[src/rtl/rail_seq_pkg.sv]
`timescale 1ns/1ps
// Shared types for the rail sequencer: state codes and the gate
// configuration layout. The state codes are visible on a port.
package rail_seq_pkg;

    typedef enum logic [2:0] {
        SEQ_OFF     = 3'd0,
        SEQ_ON_DLY  = 3'd1,
        SEQ_RAMP    = 3'd2,
        SEQ_ON      = 3'd3,
        SEQ_OFF_DLY = 3'd4
    } seq_state_e;

    typedef struct packed {
        logic honor;     // 0: run whenever out of lockout
        logic need_cmd;  // require bus on bit
        logic need_pin;  // require control pin
        logic pin_pol;   // 1 = pin active high
    } gate_cfg_t;

endpackage

[src/rtl/rail_gate_decode.sv]
`timescale 1ns/1ps
// Combines lockout, control pin and bus bit into one on-condition.
// The decode is purely combinational. Inputs are assumed already
// synchronised to clk.
module rail_gate_decode
    import rail_seq_pkg::*;
(
    input  gate_cfg_t cfg_i,
    input  logic      uvlo_i,
    input  logic      pin_i,
    input  logic      cmd_i,
    output logic      run_o
);

    logic pin_ok;
    logic cmd_ok;

    // Gate qualification per selected source
    always_comb begin
        pin_ok = !cfg_i.need_pin || (pin_i == cfg_i.pin_pol);
        cmd_ok = !cfg_i.need_cmd || cmd_i;
        run_o  = !uvlo_i && (!cfg_i.honor || (pin_ok && cmd_ok));
    end

endmodule

[src/rtl/rail_tick_gen.sv]
`timescale 1ns/1ps
// Restartable prescaler. It issues one tick every PRESCALE cycles,
// counted from the last restart. The restart input realigns the
// phase so that every interval starts on a fresh tick period.
module rail_tick_gen #(
    parameter int PRESCALE = 4
) (
    input  logic clk,
    input  logic rst_n,
    input  logic restart_i,
    output logic tick_o
);

    localparam int PRE_W = $clog2(PRESCALE + 1);
    localparam logic [PRE_W-1:0] PRE_LAST = PRE_W'(PRESCALE - 1);

    logic [PRE_W-1:0] pre_q;

    assign tick_o = (pre_q == PRE_LAST);

    // Phase counter, cleared on restart or wrap
    always_ff @(posedge clk) begin
        if (!rst_n || restart_i || tick_o) pre_q <= '0;
        else                               pre_q <= pre_q + 1'b1;
    end

    generate
        if (PRESCALE > 1) begin : g_spacing

            tick_spacing_chk: assert property (@(posedge clk) disable iff (!rst_n)
                tick_o |=> !tick_o);
        end
    endgenerate

endmodule

[src/rtl/rail_seq_fsm.sv]
`timescale 1ns/1ps
// Five-state enable sequencer with a shared down-counter. The counter
// is loaded on each state change and decremented on every tick. A
// counter at zero ends the interval at the next edge. Lockout has
// priority in every state.
module rail_seq_fsm
    import rail_seq_pkg::*;
#(
    parameter int DLY_W = 16
) (
    input  logic             clk,
    input  logic             rst_n,
    input  logic             uvlo_i,
    input  logic             run_i,
    input  logic             tick_i,
    input  logic [DLY_W-1:0] ton_i,
    input  logic [DLY_W-1:0] rise_i,
    input  logic [DLY_W-1:0] toff_i,
    output seq_state_e       state_o,
    output logic             restart_o
);

    seq_state_e       state_q, state_d;
    logic [DLY_W-1:0] cnt_q, load_val;
    logic             cnt_zero;

    assign cnt_zero  = (cnt_q == '0);
    assign restart_o = (state_d != state_q);
    assign state_o   = state_q;

    // Next-state selection
    always_comb begin
        state_d = state_q;
        unique case (state_q)
            SEQ_OFF:     if (run_i) state_d = SEQ_ON_DLY;
            SEQ_ON_DLY:  if (!run_i) state_d = SEQ_OFF;
                         else if (cnt_zero) state_d = SEQ_RAMP;
            SEQ_RAMP:    if (uvlo_i) state_d = SEQ_OFF;
                         else if (cnt_zero) state_d = SEQ_ON;
            SEQ_ON:      if (uvlo_i) state_d = SEQ_OFF;
                         else if (!run_i) state_d = SEQ_OFF_DLY;
            SEQ_OFF_DLY: if (uvlo_i) state_d = SEQ_OFF;
                         else if (run_i) state_d = SEQ_ON;
                         else if (cnt_zero) state_d = SEQ_OFF;
            default:     state_d = SEQ_OFF;
        endcase
    end

    // Interval length for the state being entered
    always_comb begin
        unique case (state_d)
            SEQ_ON_DLY:  load_val = ton_i;
            SEQ_RAMP:    load_val = rise_i;
            SEQ_OFF_DLY: load_val = toff_i;
            default:     load_val = '0;
        endcase
    end

    // State register and interval counter
    always_ff @(posedge clk) begin
        if (!rst_n) begin
            state_q <= SEQ_OFF;
            cnt_q   <= '0;
        end else begin
            state_q <= state_d;
            if (restart_o)              cnt_q <= load_val;
            else if (tick_i && !cnt_zero) cnt_q <= cnt_q - 1'b1;
        end
    end


    uvlo_force_off_chk: assert property (@(posedge clk) disable iff (!rst_n)
        uvlo_i |=> state_q == SEQ_OFF);

    ondly_abort_chk: assert property (@(posedge clk) disable iff (!rst_n)
        (state_q == SEQ_ON_DLY && !run_i) |=> state_q == SEQ_OFF);

    offdly_resume_chk: assert property (@(posedge clk) disable iff (!rst_n)
        (state_q == SEQ_OFF_DLY && run_i && !uvlo_i) |=> state_q == SEQ_ON);

    ramp_hold_chk: assert property (@(posedge clk) disable iff (!rst_n)
        (state_q == SEQ_RAMP && !uvlo_i && !cnt_zero) |=> state_q == SEQ_RAMP);

    off_exit_chk: assert property (@(posedge clk) disable iff (!rst_n)
        state_q == SEQ_OFF |=> (state_q == SEQ_OFF || state_q == SEQ_ON_DLY));

    cnt_down_chk: assert property (@(posedge clk) disable iff (!rst_n)
        (state_q != SEQ_OFF && $stable(state_q)) |-> cnt_q <= $past(cnt_q));

endmodule

[src/rtl/rail_seq_top.sv]
`timescale 1ns/1ps
// Per-rail enable sequencer top. It wires the gate decode, the
// restartable prescaler and the state machine together, and derives
// the switching enable, ramp flag and power-good from the state.
// Lockout masks the enable and power-good combinationally.
module rail_seq_top
    import rail_seq_pkg::*;
#(
    parameter int DLY_W    = 16,
    parameter int PRESCALE = 4
) (
    input  logic             clk,
    input  logic             rst_n,
    input  logic             uvlo_i,
    input  logic             ctl_pin_i,
    input  logic             bus_on_i,
    input  logic [3:0]       gate_cfg_i,
    input  logic [DLY_W-1:0] ton_ticks_i,
    input  logic [DLY_W-1:0] rise_ticks_i,
    input  logic [DLY_W-1:0] toff_ticks_i,
    input  logic             vout_ok_i,
    output logic             sw_en_o,
    output logic             ramp_active_o,
    output logic             pgood_o,
    output logic [2:0]       seq_state_o
);

    logic       run;
    logic       tick;
    logic       restart;
    seq_state_e state;

    rail_gate_decode u_gate (
        .cfg_i  (gate_cfg_t'(gate_cfg_i)),
        .uvlo_i (uvlo_i),
        .pin_i  (ctl_pin_i),
        .cmd_i  (bus_on_i),
        .run_o  (run)
    );

    rail_tick_gen #(.PRESCALE(PRESCALE)) u_tick (
        .clk       (clk),
        .rst_n     (rst_n),
        .restart_i (restart),
        .tick_o    (tick)
    );

    rail_seq_fsm #(.DLY_W(DLY_W)) u_fsm (
        .clk       (clk),
        .rst_n     (rst_n),
        .uvlo_i    (uvlo_i),
        .run_i     (run),
        .tick_i    (tick),
        .ton_i     (ton_ticks_i),
        .rise_i    (rise_ticks_i),
        .toff_i    (toff_ticks_i),
        .state_o   (state),
        .restart_o (restart)
    );

    // Output decode from state, masked by lockout
    always_comb begin
        seq_state_o   = state;
        ramp_active_o = (state == SEQ_RAMP);
        sw_en_o       = !uvlo_i && (state == SEQ_RAMP || state == SEQ_ON ||
                                    state == SEQ_OFF_DLY);
        pgood_o       = !uvlo_i && (state == SEQ_ON) && vout_ok_i;
    end


    pgood_needs_vout_chk: assert property (@(posedge clk) disable iff (!rst_n)
        pgood_o |-> vout_ok_i);

endmodule

[config.mk]
export PLATFORM = sky130hd
export DESIGN_NAME = rail_seq_top
export DESIGN_NICKNAME = d
export VERILOG_FILES = /design/src/rtl/rail_seq_pkg.sv /design/src/rtl/rail_gate_decode.sv /design/src/rtl/rail_tick_gen.sv /design/src/rtl/rail_seq_fsm.sv /design/src/rtl/rail_seq_top.sv
export SDC_FILE = /design/constraint.sdc
export NUM_CORES = 1
export LEC_CHECK = 0
export BUFFER_PORTS_ARGS = -buffer_cell sky130_fd_sc_hd__buf_2
export CORE_ASPECT_RATIO = 1.4
export CORE_MARGIN = 2
export CORE_UTILIZATION = 49
export DETAILED_ROUTE_END_ITERATION = 8
export GPL_TIMING_DRIVEN = 0
export PLACE_DENSITY = 0.8
export SLEW_MARGIN = 15
export SYNTH_ARGS = -nofsm -noshare
export SYNTH_HDL_FRONTEND = slang
export SYNTH_SLANG_ARGS = --single-unit
export TNS_END_PERCENT = 100
[constraint.sdc]
create_clock -name clk -period 2.8 [get_ports clk]
set_input_delay 0.56 -clock clk [delete_from_list [all_inputs] [get_ports clk]]
set_output_delay 0.56 -clock clk [all_outputs]
set_load 0.01 [all_outputs]
Word level (Yosys, flattened, before mapping)
Index checks and enable logic that the tools add are counted.
{ "classes": {"n_reduce_logical": 22, "mux": 14, "n_addsub": 2, "eq_ne": 10} }
{ "ops": {"columns": ["op", "n"], "rows": [
  ["$pmux 16 s3", 1],
  ["$mux 16", 2],
  ["$mux 3", 10],
  ["$logic_not 16->1", 1],
  ["$sub 16x1->16 const B", 1],
  ["$pmux 3 s5", 1],
  ["$eq 3x2->1 const B", 4],
  ["$logic_or 1x1->1", 7],
  ["$eq 3x1->1 const B", 2],
  ["$eq 3x3->1 const B", 2],
  ["$logic_and 1x1->1", 6],
  ["$logic_not 1->1", 6],
  ["$add 3x1->3 const B", 1],
  ["$logic_not 3->1", 1],
  ["$ne 3x3->1", 1],
  ["$reduce_bool 2->1", 1],
  ["$eq 1x1->1", 1]
]} }
{ "word_totals": {"input_bits": 58, "ff_bits": 22, "out_inout_bits": 6, "elab_cells": 51} }

Longest topological paths before layout
{ "depth": {"ltp_word": 11, "mapped_depth": 10, "ltp_nobuf": 8} }

By module
Synthesis repeated with hierarchy kept, for this count alone.
{ "unflattened": {"hier_cells": 214, "area_unflattened_um2": 1730.4} }
{ "by_module_without_submodules": {"columns": ["mod", "area_per_inst_um2", "seq_area_each_um2", "instances", "cells_per_inst"], "rows": [
  ["rail_seq_fsm", 1549.0, 380.4, 1, 196],
  ["rail_tick_gen", 118.9, 60.1, 1, 9],
  ["rail_seq_top", 36.3, 0.0, 1, 6],
  ["rail_gate_decode", 26.3, 0.0, 1, 3]
]} }

Least setup slack after synthesis
No wires, ideal clock.
{ "synth_timing": {"path_type": "register to register", "startpoint": "reg u_fsm.cnt_q[0]", "endpoint": "reg u_fsm.cnt_q[12]", "synth_period_minus_slack_ns": 2.159, "setup_ns": 0.137, "path_slack_ns": 0.641, "required_ns": 2.663, "arrival_time_ns": 2.021, "path_stages_with_launch": 11, "n_path_buf": 2, "path_cell_list": "dfxtp_1 -> inv_1 -> ha_1 -> nor3b_2 -> nand4_4 -> o2111a_1 -> buf_6 -> buf_6 -> a22o_1 -> a211oi_2 -> a211oi_1"} }
{ "synth_between": {"elab_chain_len": 8, "elab_cells_between_ends": 20, "cone_classes": "add/sub: 1; eq/ne: 4; mux: 11; reduce/logical: 4"} }
{ "synth_rtl": {"columns": ["item", "line_no", "text"], "rows": [
  ["start: declaration", "rail_seq_fsm.sv:24", "logic [DLY_W-1:0] cnt_q, load_val;"],
  ["start signal: assignment", "rail_seq_fsm.sv:66", "if (restart_o) cnt_q <= load_val;"],
  ["start signal: assignment", "rail_seq_fsm.sv:67", "else if (tick_i && !cnt_zero) cnt_q <= cnt_q - 1'b1;"],
  ["$logic_not 16->1", "rail_seq_fsm.sv:27", "assign cnt_zero = (cnt_q == '0);"],
  ["$mux 3", "rail_seq_fsm.sv:44", "else if (cnt_zero) state_d = SEQ_OFF;"],
  ["$mux 3", "rail_seq_fsm.sv:43", "else if (run_i) state_d = SEQ_ON;"],
  ["$mux 3", "rail_seq_fsm.sv:42", "SEQ_OFF_DLY: if (uvlo_i) state_d = SEQ_OFF;"],
  ["$pmux 3 s5", "rail_seq_fsm.sv:34", "unique case (state_q)"],
  ["$eq 3x3->1, or another cell as far along", "rail_seq_fsm.sv:51", "unique case (state_d)"],
  ["$pmux 16 s3", "rail_seq_fsm.sv:51", null],
  ["$mux 16", "rail_seq_fsm.sv:66", null]
]} }
Several ways; a longest one is shown, not always the timed one. The select of a mux whose other input is x is not followed.
A chain may end at the register's enable or synchronous reset.

Worst setup path in the final report
{ "layout_timing": {"startpoint": "reg u_fsm.cnt_q[0]", "endpoint": "reg u_fsm.cnt_q[9]"} }
The elaborated chain is that of the path after synthesis.

==> run_results.csv <==
group,metric,value,unit
cts,clk_pin_slew,0.08,ns
logic_synthesis,synth.top_cell.area_share,25.73,%
route,vias_per_cell,5.897,
logic_synthesis,synth_area_per_cell,8.869,um2
worst_setup_path,max_stage_delay,0.41,ns
placed_design,hpwlAfterDp,3435,um
logic_synthesis,synth_most_common_cell,"dfxtp_1",
logic_synthesis,synth_common_cells,"22 x dfxtp_1, 19 x a211oi_1, 14 x a22o_1",
cts,cts_sinks,22,
worst_setup_path,rr_endpoint,"u_fsm.cnt_q[9]",
finish,area_growth,25.51,%
cts,insertion_delay,0.27,ns
timing,timing.fmax,404.3,MHz
logic_synthesis,ys_async_sr_fraction,0,%
power,p_total,0.001026,W
worst_setup_path,crit_start,"u_fsm.cnt_q[0]",
finish,layout.nets,322,
worst_setup_path,crit_path_start_kind,"flop",
die,ios,64,
placed_design,place.gp.congestion,0.7702,
finish,diodes,0,
global_route,grt_pass1_wl,7176,um
timing,setup-tns-final,0,ns
power,pwr-share-comb,32.8,%
power,switchingPower,0.0003350,W
worst_setup_path,crit_top_cell,"buf_6",
cts,postCtsSetupBuffers,0,
die,die_area,3989,um2
worst_setup_path,crit_family,"compound AO/OA/AOI/OAI gates",
cts,ctsResizeCount,0,
cts,root_buffer,"clkbuf_8",
logic_synthesis,syn_inst,193,
global_route,grt_pass1_vias,1703,
route,routedWlPerCell,14.75,um
worst_setup_path,crit_fanout,10,
timing,slew_viol_final,0,
worst_setup_path,crit_type,"reg2reg",
logic_synthesis,synth_area,1712,um2
logic_synthesis,yosysTopAreaCell,"dfxtp_1",
route,wirelength,4424,um
placed_design,place_area,2077,um2
timing,final-hold-violation-count,0,
global_route,grt_overflow,0,
min_path,min_from,"u_tick.pre_q[0]",
timing,worst_pin_slew,0.5102,ns
route,dr.pass1.iters,4,
power,vdd.ir_drop.worst,0.0003941,V
power,intPower,0.0006911,W
logic_synthesis,synth_edf_count,0,
worst_setup_path,worstPathArrival,2.61,ns
timing,fin_hold_ws,0.4284,ns
cts,h-tree-depth,1,
min_path,hold_path_class,"reg2reg",
die,start_util,51.14,%
route,drc,0,
logic_synthesis,synth_area_leaders,"dfxtp_1 26%, a211oi_1 8.3%, a22o_1 7.2%",
finish,instances_no_fill,300,
worst_setup_path,regToRegSetupSlack,0.33,ns
worst_setup_path,end_kind,"flop",
placed_design,placedCellCount,296,
cts,clock_path_buffers,2,
cts,cts_hold_buf,0,
timing,min_period,2.473,ns
finish,drive_gt1_share,36.54,%
power,switching_share,32.65,%
min_path,hold_end,"u_tick.pre_q[0]",
route,antenna_left,0,
power,seq_power_share,37.8,%
worst_setup_path,worstRegToRegCells,10,
worst_setup_path,slowest_stage,"nor3b_2",
finish,final_cell_area,2148,um2
worst_setup_path,worstPathRequired,2.94,ns
global_route,grt_start_max_net_pins,14,
timing,grt_setup_unrepaired,"no",
logic_synthesis,synth-seq-area-share,25.73,%
run,cap_viol_max_count,0,
logic_synthesis,ys_ff_latch,22,
route,via_count,1769,
outcome,status,"complete, no violations",
power,p_leak,0.9008,nW
timing,skew,0.002927,ns
timing,setup_violations,0,
logic_synthesis,synth_nets,254,
logic_synthesis,synth-warning-count,0,
timing,relSlewSlack,65.99,%
logic_synthesis,synthFlopType,"dfxtp_1",
min_path,hold_depth,1,
timing,min_period_over_period,88.33,%
power,p_clk_share,29.4,%
die,core_area,3347,um2
power,power_density,477.6,nW/um2
die,num_rows,25,
logic_synthesis,yosysUniqueCellTypes,49,
die,dieHeight,73.93,um
worst_setup_path,path_buf_inv,3,
route,drtIter0Drc,30,
cts,cts_tree,"built",
global_route,antenna_found_initial,0,
cts,cts_made_buffers,3,
worst_setup_path,reg2reg_from,"u_fsm.cnt_q[0]",
worst_setup_path,crit_chain,"inv_1 -> ha_1 -> nor3b_2 -> nand4_4 -> o2111a_1 -> buf_6 -> buf_6 -> a22o_1 -> a211oi_2 -> a211oi_1",
worst_setup_path,cp_num_cells,10,
global_route,gr-usage-all-layers,24.14,%
placed_design,numPortBuffers,63,
die,die-width,53.95,um
==> layout make-up <==
class | instances | area (um2)
Clock inverter | 1 | 30.03
Buffer | 10 | 67.56
Timing Repair Buffer | 63 | 315.3
Inverter | 8 | 30.03
Clock buffer | 3 | 41.29
Tap cell | 40 | 50.05
Sequential cell | 22 | 440.4
Multi-Input combinational cell | 153 | 1174
Fill cell | 315 | 1199
==> power by group through the flow <==
stage	Combinational, W	Clock [W]	Sequential (W)
floorplan	0.000238	0	0.000388
global placement	0.000328	0	0.000393
detailed placement	0.000332	0	0.000393
CTS	0.000337	0.000303	0.000387
global route	0.000375	0.000320	0.000394
finish	0.000337	0.000302	0.000387
==> worst max-delay path by stage <==
stage                                 end  slack, ns
final                      u_fsm.cnt_q[9]       0.33
after global routing       u_fsm.cnt_q[9]       0.15
after CTS                  u_fsm.cnt_q[9]       0.32
after detailed placement   u_fsm.cnt_q[0]       0.29
after global placement     u_fsm.cnt_q[2]       0.29
after floorplan           u_fsm.cnt_q[12]       0.64
==> flip-flops by register name (all words and copies together), names as in the netlist <==
| signal | cells |
|---|---|
| u_fsm.cnt_q | 16 |
| u_fsm.state_o | 3 |
| u_tick.pre_q | 3 |
==> through the flow <==
| stage | util, % | setup WS, ns |
|---|---|---|
| finish | 64.19 | 0.3267 |
| CTS | 64.19 | 0.3236 |
| global route | 64.19 | 0.1454 |
| floorplan | - | 0.6415 |
| global placement | 62.06 | 0.2886 |
| detailed placement | 62.06 | 0.2904 |
==> routing by layer <==
metal	global-route usage, %	part of all wire, %
met4	10.54	2.3
met3	2.811	5.1
met1	26.98	42
met5	0	0
met2	44.31	51
==> placed cells by master (no fill, tap or decap), drive strengths merged, types with 3 or more instances in the layout <==
| cell | netlist | layout |
|---|---|---|
| xor2 | 7 | 7 |
| mux2i | 3 | 3 |
| inv | 7 | 7 |
| xnor2 | 6 | 6 |
| nand3 | 9 | 9 |
| buf | 8 | 71 |
| or2 | 3 | 3 |
| o21ai | 6 | 6 |
| dfxtp | 22 | 22 |
| nor3 | 10 | 10 |
| nand2b | 3 | 3 |
| clkbuf | 2 | 5 |
| a211oi | 27 | 27 |
| a22o | 14 | 14 |
| a21oi | 3 | 3 |
| nand2 | 10 | 10 |
| nor2 | 11 | 11 |
| nor4 | 7 | 7 |
| ha | 3 | 3 |
==> logic make-up after synthesis <==
family                     synth area share, %
adders and majority gates                2.193
muxes                                    3.070
DFF                                      25.73
and+or+nand+nor                          24.56
xor gates and xnor gates                 6.652
AOI/OAI and AO/OA                        32.09
buffers and inverters                    5.702
No activity file was read; power rests on OpenSTA's default activity.
